`src/rtl/vcache_pkg.sv`:
```
package vcache_pkg;

  typedef enum logic [2:0] {
    ST_IDLE,
    ST_LOOKUP,
    ST_SWAP,
    ST_FETCH,
    ST_WAIT
  } ctrlState_t;

  typedef enum logic [1:0] {
    SRC_NONE,
    SRC_L1,
    SRC_VB,
    SRC_MEM
  } rspSrc_t;

  // Strobes from control to datapath
  typedef struct packed {
    logic    latchReq;
    logic    wordWrite;
    logic    swapLines;
    logic    fillLine;
    rspSrc_t rspSrc;
  } dpStrobe_t;

endpackage

```
`src/rtl/vcache_lru.sv`:
```
module vcache_lru #(
  parameter int DEPTH = 4
) (
  input  logic                     clk,
  input  logic                     rstN,
  input  logic [DEPTH-1:0]         entryValid,
  input  logic                     touchEn,
  input  logic [$clog2(DEPTH)-1:0] touchIdx,
  output logic [$clog2(DEPTH)-1:0] victimIdx
);
  localparam int IDX_W = $clog2(DEPTH);
  localparam logic [IDX_W-1:0] OLDEST = IDX_W'(DEPTH - 1);

  // age 0 = most recent; ages always form a permutation of 0..DEPTH-1
  logic [IDX_W-1:0] age [DEPTH];
  logic [IDX_W-1:0] oldIdx;

  always_ff @(posedge clk) begin
    if (!rstN) begin
      for (int i = 0; i < DEPTH; i++) age[i] <= IDX_W'(i);
    end else if (touchEn) begin
      for (int i = 0; i < DEPTH; i++) begin
        if (IDX_W'(i) == touchIdx) age[i] <= '0;
        else if (age[i] < age[touchIdx]) age[i] <= age[i] + 1'b1;
      end
    end
  end

  always_comb begin
    oldIdx = '0;
    for (int i = 0; i < DEPTH; i++) begin
      if (age[i] == OLDEST) oldIdx = IDX_W'(i);
    end
    victimIdx = oldIdx;
    // an empty slot, lowest index, wins over eviction
    for (int i = DEPTH - 1; i >= 0; i--) begin
      if (!entryValid[i]) victimIdx = IDX_W'(i);
    end
  end

endmodule

```
`src/rtl/vcache_ctrl.sv`:
```
module vcache_ctrl
  import vcache_pkg::*;
(
  input  logic      clk,
  input  logic      rstN,
  input  logic      reqValid,
  output logic      reqReady,
  input  logic      isWrite,
  input  logic      l1Hit,
  input  logic      vbHit,
  input  logic      memReqReady,
  input  logic      memRspValid,
  output logic      rspValid,
  output logic      memReqValid,
  output logic      memWrValid,
  output dpStrobe_t strobe
);
  ctrlState_t st, stNext;

  always_ff @(posedge clk) begin
    if (!rstN) st <= ST_IDLE;
    else       st <= stNext;
  end

  always_comb begin
    stNext      = st;
    strobe      = '0;
    reqReady    = 1'b0;
    rspValid    = 1'b0;
    memReqValid = 1'b0;
    memWrValid  = 1'b0;
    unique case (st)
      ST_IDLE: begin
        reqReady = 1'b1;
        if (reqValid) begin
          strobe.latchReq = 1'b1;
          stNext          = ST_LOOKUP;
        end
      end
      ST_LOOKUP: begin
        if (isWrite) begin
          strobe.wordWrite = 1'b1;
          memWrValid       = 1'b1;
          rspValid         = 1'b1;
          stNext           = ST_IDLE;
        end else if (l1Hit) begin
          strobe.rspSrc = SRC_L1;
          rspValid      = 1'b1;
          stNext        = ST_IDLE;
        end else if (vbHit) begin
          stNext = ST_SWAP;
        end else begin
          stNext = ST_FETCH;
        end
      end
      ST_SWAP: begin
        strobe.swapLines = 1'b1;
        strobe.rspSrc    = SRC_VB;
        rspValid         = 1'b1;
        stNext           = ST_IDLE;
      end
      ST_FETCH: begin
        memReqValid = 1'b1;
        if (memReqReady) stNext = ST_WAIT;
      end
      ST_WAIT: begin
        if (memRspValid) begin
          strobe.fillLine = 1'b1;
          strobe.rspSrc   = SRC_MEM;
          rspValid        = 1'b1;
          stNext          = ST_IDLE;
        end
      end
      default: stNext = ST_IDLE;
    endcase
  end

endmodule

```
`src/rtl/vcache_dp.sv`:
```
module vcache_dp
  import vcache_pkg::*;
#(
  parameter int ADDR_W     = 12,
  parameter int DATA_W     = 32,
  parameter int LINE_WORDS = 4,
  parameter int L1_SETS    = 8,
  parameter int VB_DEPTH   = 4
) (
  input  logic                                   clk,
  input  logic                                   rstN,
  input  dpStrobe_t                              strobe,
  input  logic [ADDR_W-1:0]                      reqAddr,
  input  logic                                   reqWrite,
  input  logic [DATA_W-1:0]                      reqWdata,
  input  logic [DATA_W*LINE_WORDS-1:0]           memRspLine,
  output logic                                   isWrite,
  output logic                                   l1Hit,
  output logic                                   vbHit,
  output logic [VB_DEPTH-1:0]                    vbMatch,
  output logic [DATA_W-1:0]                      rspData,
  output logic [ADDR_W-$clog2(LINE_WORDS)-1:0]   memReqAddr,
  output logic [ADDR_W-1:0]                      memWrAddr,
  output logic [DATA_W-1:0]                      memWrData
);
  localparam int OFF_W    = $clog2(LINE_WORDS);
  localparam int IDX_W    = $clog2(L1_SETS);
  localparam int BLK_W    = ADDR_W - OFF_W;
  localparam int TAG_W    = BLK_W - IDX_W;
  localparam int LINE_W   = DATA_W * LINE_WORDS;
  localparam int VB_IDX_W = $clog2(VB_DEPTH);

  // registered request
  logic [ADDR_W-1:0] reqAddrQ;
  logic [DATA_W-1:0] reqWdataQ;
  logic              reqWriteQ;

  // main array
  logic [L1_SETS-1:0] l1Valid;
  logic [TAG_W-1:0]   l1Tag  [L1_SETS];
  logic [LINE_W-1:0]  l1Line [L1_SETS];

  // victim buffer
  logic [VB_DEPTH-1:0] vbValid;
  logic [BLK_W-1:0]    vbBlk  [VB_DEPTH];
  logic [LINE_W-1:0]   vbLine [VB_DEPTH];

  logic [OFF_W-1:0]    curOff;
  logic [IDX_W-1:0]    curIdx;
  logic [TAG_W-1:0]    curTag;
  logic [BLK_W-1:0]    curBlk;
  logic [VB_IDX_W-1:0] hitIdx;
  logic [VB_IDX_W-1:0] victimIdx;
  logic [VB_IDX_W-1:0] touchIdx;
  logic                touchEn;

  function automatic logic [DATA_W-1:0] pickWord(input logic [LINE_W-1:0] line,
                                                 input logic [OFF_W-1:0]  off);
    return line[off*DATA_W +: DATA_W];
  endfunction

  assign curOff = reqAddrQ[OFF_W-1:0];
  assign curIdx = reqAddrQ[OFF_W +: IDX_W];
  assign curTag = reqAddrQ[ADDR_W-1 -: TAG_W];
  assign curBlk = reqAddrQ[ADDR_W-1:OFF_W];

  assign isWrite = reqWriteQ;
  assign l1Hit   = l1Valid[curIdx] && (l1Tag[curIdx] == curTag);

  for (genvar g = 0; g < VB_DEPTH; g++) begin : gMatch
    assign vbMatch[g] = vbValid[g] && (vbBlk[g] == curBlk);
  end
  assign vbHit = |vbMatch;

  always_comb begin
    hitIdx = '0;
    for (int i = 0; i < VB_DEPTH; i++) begin
      if (vbMatch[i]) hitIdx = VB_IDX_W'(i);
    end
  end

  assign touchEn  = strobe.swapLines || (strobe.fillLine && l1Valid[curIdx]);
  assign touchIdx = strobe.swapLines ? hitIdx : victimIdx;

  vcache_lru #(.DEPTH(VB_DEPTH)) u_lru (
    .clk       (clk),
    .rstN      (rstN),
    .entryValid(vbValid),
    .touchEn   (touchEn),
    .touchIdx  (touchIdx),
    .victimIdx (victimIdx)
  );

  always_ff @(posedge clk) begin
    if (!rstN) begin
      reqAddrQ  <= '0;
      reqWdataQ <= '0;
      reqWriteQ <= 1'b0;
      l1Valid   <= '0;
      vbValid   <= '0;
      for (int i = 0; i < L1_SETS; i++) begin
        l1Tag[i]  <= '0;
        l1Line[i] <= '0;
      end
      for (int i = 0; i < VB_DEPTH; i++) begin
        vbBlk[i]  <= '0;
        vbLine[i] <= '0;
      end
    end else begin
      if (strobe.latchReq) begin
        reqAddrQ  <= reqAddr;
        reqWdataQ <= reqWdata;
        reqWriteQ <= reqWrite;
      end
      // write-through: keep any cached copy current
      if (strobe.wordWrite) begin
        if (l1Hit) l1Line[curIdx][curOff*DATA_W +: DATA_W] <= reqWdataQ;
        if (vbHit) vbLine[hitIdx][curOff*DATA_W +: DATA_W] <= reqWdataQ;
      end
      // exchange the set's line with the matching victim entry
      if (strobe.swapLines) begin
        l1Line[curIdx]  <= vbLine[hitIdx];
        l1Tag[curIdx]   <= curTag;
        l1Valid[curIdx] <= 1'b1;
        vbLine[hitIdx]  <= l1Line[curIdx];
        vbBlk[hitIdx]   <= {l1Tag[curIdx], curIdx};
        vbValid[hitIdx] <= l1Valid[curIdx];
      end
      // refill; displaced line goes to the victim buffer
      if (strobe.fillLine) begin
        l1Line[curIdx]  <= memRspLine;
        l1Tag[curIdx]   <= curTag;
        l1Valid[curIdx] <= 1'b1;
        if (l1Valid[curIdx]) begin
          vbLine[victimIdx]  <= l1Line[curIdx];
          vbBlk[victimIdx]   <= {l1Tag[curIdx], curIdx};
          vbValid[victimIdx] <= 1'b1;
        end
      end
    end
  end

  always_comb begin
    unique case (strobe.rspSrc)
      SRC_L1:  rspData = pickWord(l1Line[curIdx], curOff);
      SRC_VB:  rspData = pickWord(vbLine[hitIdx], curOff);
      SRC_MEM: rspData = pickWord(memRspLine, curOff);
      default: rspData = '0;
    endcase
  end

  assign memReqAddr = curBlk;
  assign memWrAddr  = reqAddrQ;
  assign memWrData  = reqWdataQ;

endmodule

```
`src/rtl/vcache_top.sv`:
```
module vcache_top
  import vcache_pkg::*;
#(
  parameter int ADDR_W     = 12,
  parameter int DATA_W     = 32,
  parameter int LINE_WORDS = 4,
  parameter int L1_SETS    = 8,
  parameter int VB_DEPTH   = 4
) (
  input  logic                                  clk,
  input  logic                                  rstN,
  input  logic                                  reqValid,
  output logic                                  reqReady,
  input  logic                                  reqWrite,
  input  logic [ADDR_W-1:0]                     reqAddr,
  input  logic [DATA_W-1:0]                     reqWdata,
  output logic                                  rspValid,
  output logic [DATA_W-1:0]                     rspData,
  output logic                                  memReqValid,
  input  logic                                  memReqReady,
  output logic [ADDR_W-$clog2(LINE_WORDS)-1:0]  memReqAddr,
  input  logic                                  memRspValid,
  input  logic [DATA_W*LINE_WORDS-1:0]          memRspLine,
  output logic                                  memWrValid,
  output logic [ADDR_W-1:0]                     memWrAddr,
  output logic [DATA_W-1:0]                     memWrData
);
  localparam int BLK_W = ADDR_W - $clog2(LINE_WORDS);

  dpStrobe_t           strobe;
  logic                isWrite;
  logic                l1Hit;
  logic                vbHit;
  logic [VB_DEPTH-1:0] vbMatch;

  vcache_ctrl u_ctrl (
    .clk        (clk),
    .rstN       (rstN),
    .reqValid   (reqValid),
    .reqReady   (reqReady),
    .isWrite    (isWrite),
    .l1Hit      (l1Hit),
    .vbHit      (vbHit),
    .memReqReady(memReqReady),
    .memRspValid(memRspValid),
    .rspValid   (rspValid),
    .memReqValid(memReqValid),
    .memWrValid (memWrValid),
    .strobe     (strobe)
  );

  vcache_dp #(
    .ADDR_W    (ADDR_W),
    .DATA_W    (DATA_W),
    .LINE_WORDS(LINE_WORDS),
    .L1_SETS   (L1_SETS),
    .VB_DEPTH  (VB_DEPTH)
  ) u_dp (
    .clk       (clk),
    .rstN      (rstN),
    .strobe    (strobe),
    .reqAddr   (reqAddr),
    .reqWrite  (reqWrite),
    .reqWdata  (reqWdata),
    .memRspLine(memRspLine),
    .isWrite   (isWrite),
    .l1Hit     (l1Hit),
    .vbHit     (vbHit),
    .vbMatch   (vbMatch),
    .rspData   (rspData),
    .memReqAddr(memReqAddr),
    .memWrAddr (memWrAddr),
    .memWrData (memWrData)
  );

endmodule

```
`config.mk`:
```
export PLATFORM = sky130hd
export DESIGN_NAME = vcache_top
export DESIGN_NICKNAME = d
export VERILOG_FILES = /design/src/rtl/vcache_pkg.sv /design/src/rtl/vcache_lru.sv /design/src/rtl/vcache_ctrl.sv /design/src/rtl/vcache_dp.sv /design/src/rtl/vcache_top.sv
export SDC_FILE = /design/constraint.sdc
export NUM_CORES = 2
export LEC_CHECK = 0
export ABC_AREA = 1
export BUFFER_PORTS_ARGS = -buffer_cell sky130_fd_sc_hd__buf_4
export CORE_MARGIN = 1.5
export CORE_UTILIZATION = 50
export DETAILED_ROUTE_END_ITERATION = 7
export PLACE_DENSITY = 0.66
export REMOVE_ABC_BUFFERS = 1
export SLEW_MARGIN = 20
export SYNTH_ARGS = -nofsm -noshare
export SYNTH_HDL_FRONTEND = slang
export SYNTH_SLANG_ARGS = --single-unit
```
`constraint.sdc`:
```
create_clock -name clk -period 11.71 [get_ports clk]
set_clock_uncertainty 0.15 [all_clocks]
set_input_delay 1.171 -clock clk [delete_from_list [all_inputs] [get_ports clk]]
set_output_delay 1.171 -clock clk [all_outputs]
set_load 0.05 [all_outputs]
```
Yosys cells after proc, flatten, opt, wreduce, memory -nomap -nowiden
Memories as Yosys holds them, arrays and structs flattened. A register that Yosys moved wholly into a read port is not among the register bits.
Cells that the tools add are included.
Widths: inputs -> output; s select.
{"block": "totals", "ff_bits": 60, "latchBits": 0, "mem_bits_rw": 1640, "romBits": 0, "in_bits": 178, "output_inout_bits": 90, "word_cells": 988, "n_memories": 5}
{"block": "op_classes", "n_addsub": 5, "multipliers": 0, "div_mod_pow": 0, "magnitude_cmp": 10, "eq_ne": 21, "shift": 5, "mux": 520, "bitwise": 396, "reduce_logical": 20}
{"memory": "u_dp.l1Line", "depth": 8, "word_bits": 128, "read_ports": 1, "rd_ports_with_merged_regs": 1, "wr": 8, "line_no": "vcache_dp.sv:41", "text": "logic [LINE_W-1:0] l1Line [L1_SETS];"}
{"memory": "u_dp.vbLine", "depth": 4, "word_bits": 128, "read_ports": 1, "rd_ports_with_merged_regs": 0, "wr": 4, "line_no": "vcache_dp.sv:46", "text": "logic [LINE_W-1:0] vbLine [VB_DEPTH];"}
{"memory": "u_dp.l1Tag", "depth": 8, "word_bits": 7, "read_ports": 1, "rd_ports_with_merged_regs": 1, "wr": 8, "line_no": "vcache_dp.sv:40", "text": "logic [TAG_W-1:0] l1Tag [L1_SETS];"}
{"memory": "u_dp.vbBlk", "depth": 4, "word_bits": 10, "read_ports": 4, "rd_ports_with_merged_regs": 0, "wr": 4, "line_no": "vcache_dp.sv:45", "text": "logic [BLK_W-1:0] vbBlk [VB_DEPTH];"}
{"memory": "u_dp.u_lru.age", "depth": 4, "word_bits": 2, "read_ports": 5, "rd_ports_with_merged_regs": 0, "wr": 4, "line_no": "vcache_lru.sv:15", "text": "logic [IDX_W-1:0] age [DEPTH];"}
{"cell": "$mux 128", "count": 8}
{"cell": "$mux 1", "count": 458}
{"cell": "$or 1x1->1", "count": 393}
{"cell": "$reduce_or 128->1", "count": 3}
{"cell": "$shiftx 128x8->32", "count": 3}
{"cell": "$shift 32x34->128 const A", "count": 1}
{"cell": "$shiftx 32x34->128", "count": 1}
{"cell": "$pmux 32 s3", "count": 1}
{"cell": "$mux 2", "count": 23}
{"cell": "$eq 10x10->1", "count": 4}
{"cell": "$neg 7->34", "count": 1}
{"cell": "$mux 3", "count": 11}
{"cell": "$mux 8", "count": 3}
{"cell": "$mux 10", "count": 2}
{"cell": "$reduce_or 10->1", "count": 2}
{"cell": "$mux 4", "count": 4}
{"cell": "$or 8x8->8", "count": 2}
{"cell": "$mux 7", "count": 2}
{"cell": "$pmux 3 s4", "count": 1}
{"cell": "$eq 2x2->1 const B", "count": 5}
{"cell": "$logic_and 1x1->1", "count": 9}
{"cell": "$add 2x1->2 const B", "count": 4}
{"cell": "$lt 2x2->1", "count": 4}
{"cell": "$eq 7x7->1", "count": 1}
{"cell": "24 further kinds", "count": 31}

Logic depth before layout (Yosys ltp)
An unclocked memory read counts as a cell.
{"block": "depth", "depth_word": 18, "ltp_mapped": 21, "ltp_nobuf": 19}

Hierarchy
From an unflattened synthesis, not the netlist that was laid out.
{"block": "unflattened", "hier_cells": 10029, "hier_area_um2": 88010.7}
{"module": "vcache_dp", "n_inst": 1, "cells_per_inst": 9892, "area_per_inst_um2": 87046.0, "seq_area_each_um2": 50208.2}
{"module": "vcache_lru", "n_inst": 1, "cells_per_inst": 95, "area_per_inst_um2": 719.4, "seq_area_each_um2": 240.2}
{"module": "vcache_ctrl", "n_inst": 1, "cells_per_inst": 42, "area_per_inst_um2": 245.2, "seq_area_each_um2": 60.1}

Least setup slack after synthesis
OpenSTA, ideal clock, no wires.
{"block": "synth_timing", "path_kind": "register -> register", "start": "reg u_dp.reqAddrQ[0] (netlist: u_dp.memWrAddr[0])", "end": "mem u_dp.vbLine[3][0] (netlist bit) (enable)", "setup_ns": 0.421, "arrival_time_ns": 4.204, "t_required_ns": 11.139, "slack_ns": 6.935, "path_stages_with_launch": 12, "n_path_buf": 4, "period_less_slack_ns": 4.775, "cell_sequence": "dfxtp_1 -> clkbuf_1 -> inv_1 -> clkbuf_1 -> clkbuf_1 -> ha_1 -> clkbuf_1 -> o31ai_1 -> nand2_4 -> a21oi_4 -> nand2_1 -> nor2_1"}
{"item": "from (decl)", "line_no": "vcache_dp.sv:34", "text": "logic [ADDR_W-1:0] reqAddrQ;"}
{"item": "from (signal assigned)", "line_no": "vcache_dp.sv:111", "text": "reqAddrQ <= reqAddr;"}
{"item": "to (decl)", "line_no": "vcache_dp.sv:46"}

Final worst setup path
{"block": "layout_timing", "start": "reg u_dp.reqAddrQ[3] (netlist: u_dp.memWrAddr[3])", "end": "out rspData[20]"}
{"block": "layout_via", "elab_chain_cells": 8, "elab_cells_between_ends": 21, "cone_classes": "eq/ne: 6; shift: 1; mux: 9; reduce/logical: 4; memory: 1"}
{"item": "$eq 10x10->1 / $bmux 1 s3 (equally long branches)", "line_no": "vcache_dp.sv:71, vcache_dp.sv:68"}
{"item": "$logic_and 1x1->1 / $mux 1 (equally long branches)", "line_no": "vcache_dp.sv:71, vcache_dp.sv:68"}
{"item": "$mux 1 / $logic_and 1x1->1 (equally long branches)", "line_no": "vcache_dp.sv:78, vcache_dp.sv:68"}
{"item": "$mux 2 / $mux 1 (equally long branches)", "line_no": "vcache_dp.sv:78, vcache_ctrl.sv:46"}
{"item": "$mux 2, on equally long branches", "line_no": "vcache_dp.sv:78, vcache_ctrl.sv:41"}
{"item": "$mem_v2 4x128 / $pmux 2 s3 (equally long branches)"}
{"item": "$shiftx 128x8->32, or another cell as far along", "line_no": "vcache_dp.sv:59", "text": "return line[off*DATA_W +: DATA_W];"}
{"item": "$pmux 32 s3 (*)", "line_no": "vcache_dp.sv:144", "text": "unique case (strobe.rspSrc)"}
{"item": "to (decl)", "line_no": "vcache_top.sv:18", "text": "output logic [DATA_W-1:0] rspData,"}
Every way passes the cells marked *; elsewhere a longest branch is shown, timed or not. The select of a mux whose other input is x is not followed.

==> impl_metrics.json <==
{
  "initial_core_util_pct": 50.3,
  "finalHoldViolCount": 0,
  "antenna_found_initial": 16,
  "cts_sinks": 1703,
  "wl_per_cell_um": 27.7,
  "grt_pass1_wl_um": 425000,
  "track_usage_pct": 34.6,
  "power_leakage_nw": 33.6,
  "finalCritPeriodShare_pct": 77.0,
  "fill_cells": 14400,
  "synthMuxAreaShare_pct": 0.725,
  "ys_ff_latch": 1703,
  "synth_top_area_share_pct": 59.4,
  "ys_async_sr_fraction_pct": 0,
  "drv_cap": 0,
  "first_pass_iters": 7,
  "ys_types": 55,
  "grt_overflow_total": 0,
  "timing.hold.ws_ps": 303,
  "status": "finished clean",
  "startpoint_type": "flop",
  "synthAdderAreaFrac_pct": 0.106,
  "pre_cts_ws_ps": 3970,
  "die_area_sq_um": 168000,
  "grt_max_degree": 168,
  "final_area_sq_um": 91100,
  "synth_compound_area_share_pct": 12.1,
  "final_cell_mix": "nor2_1, edfxtp_1, nand2_1, o21ai_0, inv_1",
  "die_h_um": 410,
  "path_max_fanout": 58,
  "areaGrowthSynthToFinish_pct": 9.94,
  "yosysTopAreaCell": "edfxtp_1",
  "rows": 149,
  "synthFlopType": "edfxtp_1",
  "end_kind": "output pin",
  "worstMarginPinSlew_ps": 1350,
  "layout_setup_ws_ps": 2690,
  "synth_edf_count": 1640,
  "fin_nets": 8620,
  "slew_headroom_pct": 9.34,
  "wirelength_um": 299000,
  "hold_class": "reg2reg",
  "clk_pin_slew_ps": 60,
  "fin_crit_ps": 9020,
  "synth_top_family_by_area": "simple AND/OR/NAND/NOR gates",
  "worstSkewPairLatency_ps": 820,
  "hold_buffers": 0,
  "crit_required_ps": 10390,
  "cts_tree": "done",
  "cts_resized": 0,
  "core-area_sq_um": 165000,
  "routabilityCongestion": 0.951,
  "cts_setup_buffers": 0,
  "routed_via_density": 6.25,
  "postSynthCellCount": 8492,
  "clockBufferDepth": 3,
  "layout_commonest_cell": "nor2_1",
  "setup_tns_ps": 0,
  "numCtsBuffers": 182,
  "final_layout_size_suffix_gt1_share_pct": 10.5,
  "reg2reg_depth": 17,
  "remaining_drc_errors": 0,
  "synth-xor-area-share_pct": 0.187,
  "syn_area_per_cell_sq_um": 9.76,
  "port_buffers": 267,
  "hold_depth": 2,
  "cts_max_level": 4,
  "worstPathArrival_ps": 7700,
  "ir_drop_mv": 0.175,
  "p_per_area_nw_per_um2": 196,
  "dieWidth_um": 410,
  "synth_seq_area_share_pct": 60.9,
  "finalSetupViolCount": 0,
  "drt-initial-drc-count": 11000,
  "grt_setup_unrepaired": "false",
  "max_freq_ghz": 0.111,
  "ys_warn_count": 0,
  "grt_pass1_vias": 61900,
  "dp_hpwl_um": 187000,
  "syn-cell-area_sq_um": 82900,
  "place_area_sq_um": 85400,
  "final_max_slew_viol_count": 0,
  "path_class": "reg2out",
  "synth_simple_gate_area_share_pct": 19.7,
  "num_io_pins": 268,
  "p_total_mw": 17.9,
  "clockRootBuffer": "clkbuf_16",
  "antenna_left": 0,
  "synth_top_cells_by_area": "edfxtp_1, nor2_1, o21ai_0",
  "via_count": 67400
}
## per-stage QoR
step	utilization, %	cells
after CTS	55.3	10800
after floorplan	-	7879
final	55.3	10800
after detailed placement	51.8	10400
after global routing	55.3	10800
after global placement	51.8	10400
## registers in the layout (all words and copies together) (netlist names), named ones only
register / count
u_dp.l1Line: 1024
u_dp.vbLine: 512
u_dp.l1Tag: 56
u_dp.vbBlk: 40
u_dp.memWrData: 32
u_dp.memWrAddr: 12
u_dp.u_lru.age: 8
u_dp.l1Valid: 7
u_dp.vbValid: 4
u_ctrl.st: 3
u_dp.isWrite: 1
## critical path, stage by stage (launching register included)
cell	delay, ps
dfxtp_1	660
inv_4	160
nand2_1	160
nand2_1	70
inv_1	50
nand2_1	40
nor2_1	190
nand3_4	750
nand2_2	1180
inv_2	220
nand2_4	560
buf_4	840
nor2_1	80
nor2_1	110
o21ai_0	120
a21oi_1	710
a21oi_1	190
nor2_1	370
buf_4	280
## final timing paths
check | start | slack [ps] | to
setup / recovery | u_dp.memWrAddr[3] | 2690 | rspData[20]
hold / removal | u_dp.l1Valid[5] | 300 | u_dp.l1Valid[5]
setup reg to reg | u_dp.memWrAddr[3] | 4980 | u_dp.l1Line[4][67]
hold reg to reg | u_dp.l1Valid[5] | 300 | u_dp.l1Valid[5]
## cells in the mapped netlist, drive strengths merged (69+ instances only)
| master | n |
|---|---|
| nor2 | 2751 |
| a22oi | 111 |
| edfxtp | 1640 |
| o21ai | 754 |
| o22ai | 279 |
| nor3 | 69 |
| buf | 320 |
| inv | 518 |
| a21oi | 140 |
| nand3 | 229 |
| nand2 | 867 |
| o32ai | 196 |
| clkbuf | 293 |
## cell type report
class	instances	area, sq um	area share [%]
repair buffers	372	2890	3.17
clock inverters	96	836	0.917
flip-flops and latches	1703	50500	55.4
diodes	9	22.5	0.0247
inverters	518	1990	2.18
clock buffers	237	4850	5.33
well taps	2189	2740	3.01
multi-input cells	5658	27300	29.9
## kinds of logic after synthesis
| group | Yosys count |
|---|---|
| and+or+nand+nor | 3983 |
| DFF | 1703 |
| AOI/OAI and AO/OA | 1592 |
| buffers and inverters | 1131 |
| muxes | 60 |
| xor gates and xnor gates | 16 |
| adders and majority gates | 7 |
## report_power, final
| part | switching (mW) | internal [mW] | total, mW |
|---|---|---|---|
| Combinational | 3.82 | 1.09 | 4.91 |
| Sequential | 0.292 | 7.06 | 7.35 |
| Clock | 2.48 | 3.13 | 5.61 |
| Total | 6.59 | 11.3 | 17.9 |
## layer usage
metal | GRT usage (%) | wire (um) | up-vias
li1 | - | - | 29100
met3 | 11.4 | 44400 | 773
met2 | 50.3 | 128000 | 4711
met5 | 0 | 88 | -
met1 | 46.6 | 110000 | 32800
met4 | 16.8 | 16900 | 16
Power figures use the tool's default switching activity.
